`src/rtl/snd_irq_pkg.sv`:
```
package snd_irq_pkg;
    localparam int NSRC     = 4;
    localparam int IRQ_LSB  = 7;
    localparam int KICK_POS = 11;
    localparam int LVL_W    = 3;

    typedef logic [NSRC-1:0] src_vec_t;

    typedef struct packed {
        src_vec_t en;
        src_vec_t pend;
    } irq_state_t;

    // source index -> CPU priority level (ascending with index)
    function automatic logic [LVL_W-1:0] level_of(input int idx);
        case (idx)
            0:       return 3'd1;
            1:       return 3'd2;
            2:       return 3'd4;
            default: return 3'd6;
        endcase
    endfunction
endpackage

```
`src/rtl/irq_pend_bank.sv`:
```
module irq_pend_bank
    import snd_irq_pkg::*;
(
    input  logic     clk,
    input  logic     rst_n,
    input  logic     wr_en,
    input  src_vec_t ctl_bits,
    input  src_vec_t src_evt,
    output src_vec_t pend
);
    irq_state_t st_d, st_q;

    always_comb begin
        st_d = st_q;
        if (wr_en) begin
            st_d.en = ctl_bits;
        end
        for (int i = 0; i < NSRC; i++) begin
            if (wr_en && !ctl_bits[i]) begin
                st_d.pend[i] = 1'b0;
            end else if (st_q.en[i] && src_evt[i]) begin
                st_d.pend[i] = 1'b1;
            end
        end
    end

    always_ff @(posedge clk) begin
        if (!rst_n) begin
            st_q <= '0;
        end else begin
            st_q <= st_d;
        end
    end

    assign pend = st_q.pend;

    for (genvar g = 0; g < NSRC; g++) begin : g_chk
        AST_SET_NEEDS_ARM: assert property (@(posedge clk) disable iff (!rst_n)
            $rose(st_q.pend[g]) |-> $past(st_q.en[g] && src_evt[g]));
        AST_ZERO_CLEARS: assert property (@(posedge clk) disable iff (!rst_n)
            (wr_en && !ctl_bits[g]) |=> !st_q.pend[g]);
        AST_PEND_HOLDS: assert property (@(posedge clk) disable iff (!rst_n)
            (st_q.pend[g] && !wr_en) |=> st_q.pend[g]);
    end
endmodule

```
`src/rtl/irq_lvl_enc.sv`:
```
module irq_lvl_enc
    import snd_irq_pkg::*;
(
    input  logic             clk,
    input  logic             rst_n,
    input  src_vec_t         pend,
    output logic [LVL_W-1:0] lvl
);
    always_comb begin
        lvl = '0;
        for (int i = 0; i < NSRC; i++) begin
            if (pend[i]) begin
                lvl = level_of(i);
            end
        end
    end

    AST_IDLE_ZERO: assert property (@(posedge clk) disable iff (!rst_n)
        (pend == '0) |-> (lvl == '0));
    AST_TOP_WINS: assert property (@(posedge clk) disable iff (!rst_n)
        pend[NSRC-1] |-> (lvl == level_of(NSRC-1)));
endmodule

```
`src/rtl/wdog_kick.sv`:
```
module wdog_kick #(
    parameter int LIMIT = 1000
) (
    input  logic clk,
    input  logic rst_n,
    input  logic wr_en,
    input  logic kick_bit,
    output logic fire
);
    localparam int CNT_W = $clog2(LIMIT + 1);
    localparam logic [CNT_W-1:0] RELOAD = CNT_W'(LIMIT - 1);

    typedef struct packed {
        logic             last;
        logic [CNT_W-1:0] cnt;
        logic             fire;
    } wd_t;

    wd_t wd_d, wd_q;
    logic toggled;

    assign toggled = wr_en && (kick_bit != wd_q.last);

    always_comb begin
        wd_d      = wd_q;
        wd_d.fire = 1'b0;
        if (wr_en) begin
            wd_d.last = kick_bit;
        end
        if (toggled) begin
            wd_d.cnt = RELOAD;
        end else if (wd_q.cnt == '0) begin
            wd_d.cnt  = RELOAD;
            wd_d.fire = 1'b1;
        end else begin
            wd_d.cnt = wd_q.cnt - 1'b1;
        end
    end

    always_ff @(posedge clk) begin
        if (!rst_n) begin
            wd_q.last <= 1'b0;
            wd_q.cnt  <= RELOAD;
            wd_q.fire <= 1'b0;
        end else begin
            wd_q <= wd_d;
        end
    end

    assign fire = wd_q.fire;

    AST_WD_ONE_CYCLE: assert property (@(posedge clk) disable iff (!rst_n)
        wd_q.fire |=> !wd_q.fire);
    AST_WD_FIRE_AT_ZERO: assert property (@(posedge clk) disable iff (!rst_n)
        wd_q.fire |-> ($past(wd_q.cnt) == '0));
    AST_WD_TOGGLE_RELOADS: assert property (@(posedge clk) disable iff (!rst_n)
        (wr_en && (kick_bit != wd_q.last)) |=> (!wd_q.fire && wd_q.cnt == RELOAD));
endmodule

```
`src/rtl/snd_irq_ctrl.sv`:
```
module snd_irq_ctrl
    import snd_irq_pkg::*;
#(
    parameter int DATA_W     = 16,
    parameter int CLK_HZ     = 50_000_000,
    parameter int TIMEOUT_MS = 1200
) (
    input  logic              clk,
    input  logic              rst_n,
    input  logic              wr_en,
    input  logic [DATA_W-1:0] wr_data,
    input  logic [NSRC-1:0]   src_evt,
    output logic [LVL_W-1:0]  ipl,
    output logic              wdog_rst
);
    localparam int LIMIT = (CLK_HZ / 1000) * TIMEOUT_MS;

    src_vec_t ctl_bits;
    src_vec_t pend;
    logic     unused_bits;

    assign ctl_bits    = wr_data[IRQ_LSB +: NSRC];
    assign unused_bits = ^{wr_data[DATA_W-1:KICK_POS+1], wr_data[IRQ_LSB-1:0]};

    irq_pend_bank u_bank (
        .clk      (clk),
        .rst_n    (rst_n),
        .wr_en    (wr_en),
        .ctl_bits (ctl_bits),
        .src_evt  (src_evt),
        .pend     (pend)
    );

    irq_lvl_enc u_enc (
        .clk   (clk),
        .rst_n (rst_n),
        .pend  (pend),
        .lvl   (ipl)
    );

    wdog_kick #(.LIMIT(LIMIT)) u_wdog (
        .clk      (clk),
        .rst_n    (rst_n),
        .wr_en    (wr_en),
        .kick_bit (wr_data[KICK_POS]),
        .fire     (wdog_rst)
    );
endmodule

```
`config.mk`:
```
export PLATFORM = sky130hd
export DESIGN_NAME = snd_irq_ctrl
export DESIGN_NICKNAME = d
export VERILOG_FILES = /design/src/rtl/snd_irq_pkg.sv /design/src/rtl/irq_pend_bank.sv /design/src/rtl/irq_lvl_enc.sv /design/src/rtl/wdog_kick.sv /design/src/rtl/snd_irq_ctrl.sv
export SDC_FILE = /design/constraint.sdc
export NUM_CORES = 1
export LEC_CHECK = 0
export BUFFER_PORTS_ARGS = -buffer_cell sky130_fd_sc_hd__buf_4
export CELL_PAD_IN_SITES_DETAIL_PLACEMENT = 1
export CELL_PAD_IN_SITES_GLOBAL_PLACEMENT = 1
export CORE_MARGIN = 2
export CORE_UTILIZATION = 42
export CTS_BUF_LIST = sky130_fd_sc_hd__clkbuf_16
export DETAILED_ROUTE_END_ITERATION = 10
export PLACE_DENSITY = 0.77
export REMOVE_ABC_BUFFERS = 1
export SKIP_CTS_REPAIR_TIMING = 1
export SLEW_MARGIN = 30
export SYNTH_ARGS = -nofsm -noshare
export SYNTH_HDL_FRONTEND = slang
export SYNTH_SLANG_ARGS = --single-unit
```
`constraint.sdc`:
```
create_clock -name clk -period 2.3 [get_ports clk]
set_input_delay 0.345 -clock clk [delete_from_list [all_inputs] [get_ports clk]]
set_output_delay 0.345 -clock clk [all_outputs]
set_load 0.02 [all_outputs]
```
Word level (Yosys, flattened, before mapping)
Cells that the tools add are included.

storage, ports and cells
  bits of input ports = 23
  output and inout bits = 4
  logic and storage cells = 36
  register bits after elaboration = 36

cells by class
  bitwise gates (word level) = 1
  eq/ne operators = 1
  add/subtract/negate cells = 1
  muxes and demuxes = 5
  reduce and logical (&&, ||, !) cells = 20

operators with widths
  cell                     number
  $logic_not A26 Y1        1
  $sub A26 B1 Y26 const B  1
  $reduce_or A2 Y1         5
  $logic_and A1 B1 Y1      9
  $mux W3                  2
  $logic_not A1 Y1         4
  $reduce_or A3 Y1         1
  $mux W1                  2
  $mux W2                  1
  $ne A1 B1 Y1             1
  $not A1 Y1               1

Depth between registers and ports, before layout
  depth in word-level cells = 4
  mapped depth = 8

By module
From an unflattened synthesis, not the netlist that was laid out.

unflattened totals
  cell total of the unflattened synthesis = 178
  area total of the unflattened synthesis = 1,755.4 µm²

by module, submodules not included
  module         seq. area each (µm²)  cells each  instances  area an instance (µm²)
  wdog_kick      560.5                 140         1          1,347.5
  irq_pend_bank  160.2                 34          1          375.4
  irq_lvl_enc    0.0                   4           1          32.5

Worst setup path before layout
OpenSTA, ideal clock, no wires.

  path type = register to register
  start = register u_wdog.wd_q[1] (netlist name)
  end = register u_wdog.wd_q[1] (netlist name)
  cell stages (with the launch flop) = 9
  arrival time = 1.758 ns
  library setup time = 0.121 ns
  path slack = 0.421 ns
  required time = 2.179 ns
  buffers on the path = 2
  cells stage by stage = dfxtp_1 inv_1 ha_1 nor3b_2 and3_1 clkbuf_1 a31oi_1 buf_2 nand2_1

on the way
  word-level cells in the longest chain between the ends = 2

ends and longest elaborated chain
  what                                                                     RTL line         source
  start, declared                                                          wdog_kick.sv:19  wd_t wd_d, wd_q;
  start signal, assigned                                                   wdog_kick.sv:46  wd_q <= wd_d;
  parallel branches: the longest is 2 deep, another holds $sub A26 B1 Y26  n/a

Several ways; the timed one is not identified.
A chain may end at the register's enable or synchronous reset.

Worst setup path in the final report
  start = register u_wdog.wd_q[21] (netlist name)
  end = register u_wdog.wd_q[26] (netlist name)

The elaborated chain is that of the path after synthesis.

==> results.yml <==
status:
  status: "finished, final reports clean"
cells_and_area:
  area_growth_pct: 21.2
  finalNonFillerCells: 252
  finalInstanceArea_um2: 1990
  nets: 227
  antennaDiodeCount: 0
  drive_gt1_frac: 0.201
  final_util: 0.536
grt:
  grt_overflow: 0
  grt_usage: 0.204
  grt_pass1_wl_um: 6760
  grt_max_degree: 15
  antenna_found_initial: 0
  grt_pass1_vias: 1506
sta:
  maxSlewHeadroom: 0.654
  worst_slew_pin_slew_ns: 0.513
  min_period_over_period: 0.848
  setup_tns_ns: 0
  max_freq_mhz: 513
  setup_violations: 0
  fin_skew_ns: 0.00524
  layout_setup_ws_ns: 0.349
  final-hold-violation-count: 0
  fin_crit_ns: 1.95
  rsz0062_at_grt: "false"
  finalMaxSlewViolations: 0
detailed_routing:
  drt_iter0_markers: 60
  vias: 1412
  drc: 0
  avgViaCountPerCell: 5.60
  wl_per_cell_um: 16.0
  ant_nets: 0
  wirelength_um: 4030
  first_pass_iters: 4
min_path:
  hold_path.class: "input port to flop"
  worstHoldPathCells: 3
synthesis:
  ys.warnings.count: 0
  yosys-top-cells-count: "dfxtp_1, nand2_1, nor2_1"
  synth_edf_count: 0
  syn_inst: 178
  syn-mean-instance-area_um2: 9.24
  ys.flop_type: "dfxtp_1"
  synthArstFlopShare: 0
  ys_types: 42
  yosysMostFrequentCell: "dfxtp_1"
  ys_top_cells_by_area: "dfxtp_1, xor2_1, nand2_1, o31ai_1, a21oi_1"
  synthesis.area_um2: 1640
  synth-seq-cells: 36
  seq_area_frac_synth: 0.438
  synth_top_area_frac: 0.438
  yosysTopAreaCell: "dfxtp_1"
setup_path:
  r2r_cells: 4
  cp-start-kind: "flop"
  cp.required_ns: 2.43
  critPathKind: "flop to flop"
  cpLargestDelayFamily: "simple AND/OR/NAND/NOR gates"
  crit_path_max_incr_delay_ns: 0.56
  crit_chain: "or4_4 > or3_4 > o41ai_1 > o311ai_0"
  crit_cells: 4
  crit_buf_inv: 0
  cp-end-kind: "flop"
  crit_fanout: 5
  critPathArrivalTime_ns: 2.08
  crit_path_top_delay_cell: "or4_4"
flow_run:
  max_cap_violations: 0
power:
  p_per_area_nw_per_um2: 678
  swShare: 0.214
  switchingPower_mw: 0.290
  p_leak_nw: 0.716
  ir_drop_v: 0.000406
  seqPwrFrac: 0.478
  power_frac_clock: 0.465
  p_int_mw: 1.06
  combPwrFrac: 0.057
clocking:
  clkSinkCount: 36
  clockRootBuffer: "clkbuf_16"
  insertion_delay_ns: 0.28
  cts_buffers: 5
  clockBufferDepth: 2
  htreeDepth: 2
  tritoncts: "done"
  clkTransAtPathRegs_ns: 0.05
die:
  rows: 22
  coreArea_um2: 3720
  die_x_um: 66.6
  die_area_um2: 4430
  die_y_um: 66.6
  io-pin-count: 27
  start_util: 0.442
place:
  dp_worst_setup_slack_ns: 0.352
  post_dp_cell_area_um2: 1860
  hpwl_um: 2860
  place_congestion: 0.787
  numPortBuffers: 15
  dp.cells: 244
==> area by class of cell <==
class	instances	area (µm²)
clock buffers	5	125
clock inverters	3	11.3
fillers	436	1720
inverters	4	15.0
multi-input cells	133	888
flip-flops and latches	36	721
well taps	48	60.1
repair buffers	23	173
==> kinds of logic (layout without fill, tap and decap cells) <==
logic type | Yosys count | after routing | share of synthesized area
and+or+nand+nor | 79 | 79 | 0.301
AOI/OAI and AO/OA | 36 | 36 | 0.137
DFF | 36 | 36 | 0.438
xor gates and xnor gates | 12 | 12 | 0.0639
buffers and inverters | 9 | 35 | 0.0213
muxes | 5 | 5 | 0.0304
adders and majority gates | 1 | 1 | 0.00761
==> power groups by stage <==
stage	Sequential (mW)	Combinational (mW)	Clock, mW
2_1_floorplan	0.657	0.0393	0
3_3_place_gp	0.658	0.0732	0
3_5_place_dp	0.659	0.0771	0
4_1_cts	0.646	0.0786	0.641
5_1_grt	0.647	0.0848	0.670
6_report	0.646	0.0772	0.629
==> per-layer routing <==
layer  up-vias  global-route usage  part of all wire
met5         -                   0                 0
met4         0              0.0995             0.015
met3         5              0.0422             0.033
met2        23               0.365              0.51
met1       684               0.229              0.45
li1        700                   -                 -
==> flip-flops by register name (all words and copies together) (netlist names) <==
signal	count
u_wdog.fire	1
u_wdog.wd_q	27
u_bank.pend	4
u_bank.st_q	4
==> layout by cell type, fill, tap and decap left out, types with 3 or more instances in the layout <==
cell / synthesis / final
nand2_1: 16 / 16
clkbuf_16: 0 / 5
xnor2_1: 5 / 5
o21ai_0: 9 / 9
or4_1: 7 / 7
nor3_1: 3 / 3
nand3_1: 7 / 7
o31ai_1: 8 / 8
nand4_1: 3 / 3
nor4_1: 3 / 3
a21oi_1: 11 / 11
xor2_1: 7 / 7
nor2b_1: 5 / 5
inv_1: 4 / 6
mux2i_1: 5 / 5
buf_4: 0 / 23
nor2_1: 14 / 14
dfxtp_1: 36 / 36
==> worst min-delay path: stages <==
cell	delay [ns]
buf_4	0.07
a21oi_1	0.05
nor2_1	0.09
==> final timing paths <==
kind,from,end,slack [ns]
max,u_wdog.wd_q[21],u_wdog.wd_q[26],0.35
min,src_evt[0],u_bank.pend[0],0.32
max reg2reg,u_wdog.wd_q[21],u_wdog.wd_q[26],0.35
min reg2reg,u_wdog.wd_q[1],u_wdog.wd_q[1],0.46
==> stage by stage <==
| step | hold slack, ns | power (mW) |
|---|---|---|
| 3_5_place_dp | 0.450 | 0.736 |
| 3_3_place_gp | 0.436 | 0.731 |
| 2_1_floorplan | 0.413 | 0.696 |
| 6_report | 0.319 | 1.35 |
| 4_1_cts | 0.318 | 1.37 |
| 5_1_grt | 0.336 | 1.40 |
(Power assumes the default switching activity.)
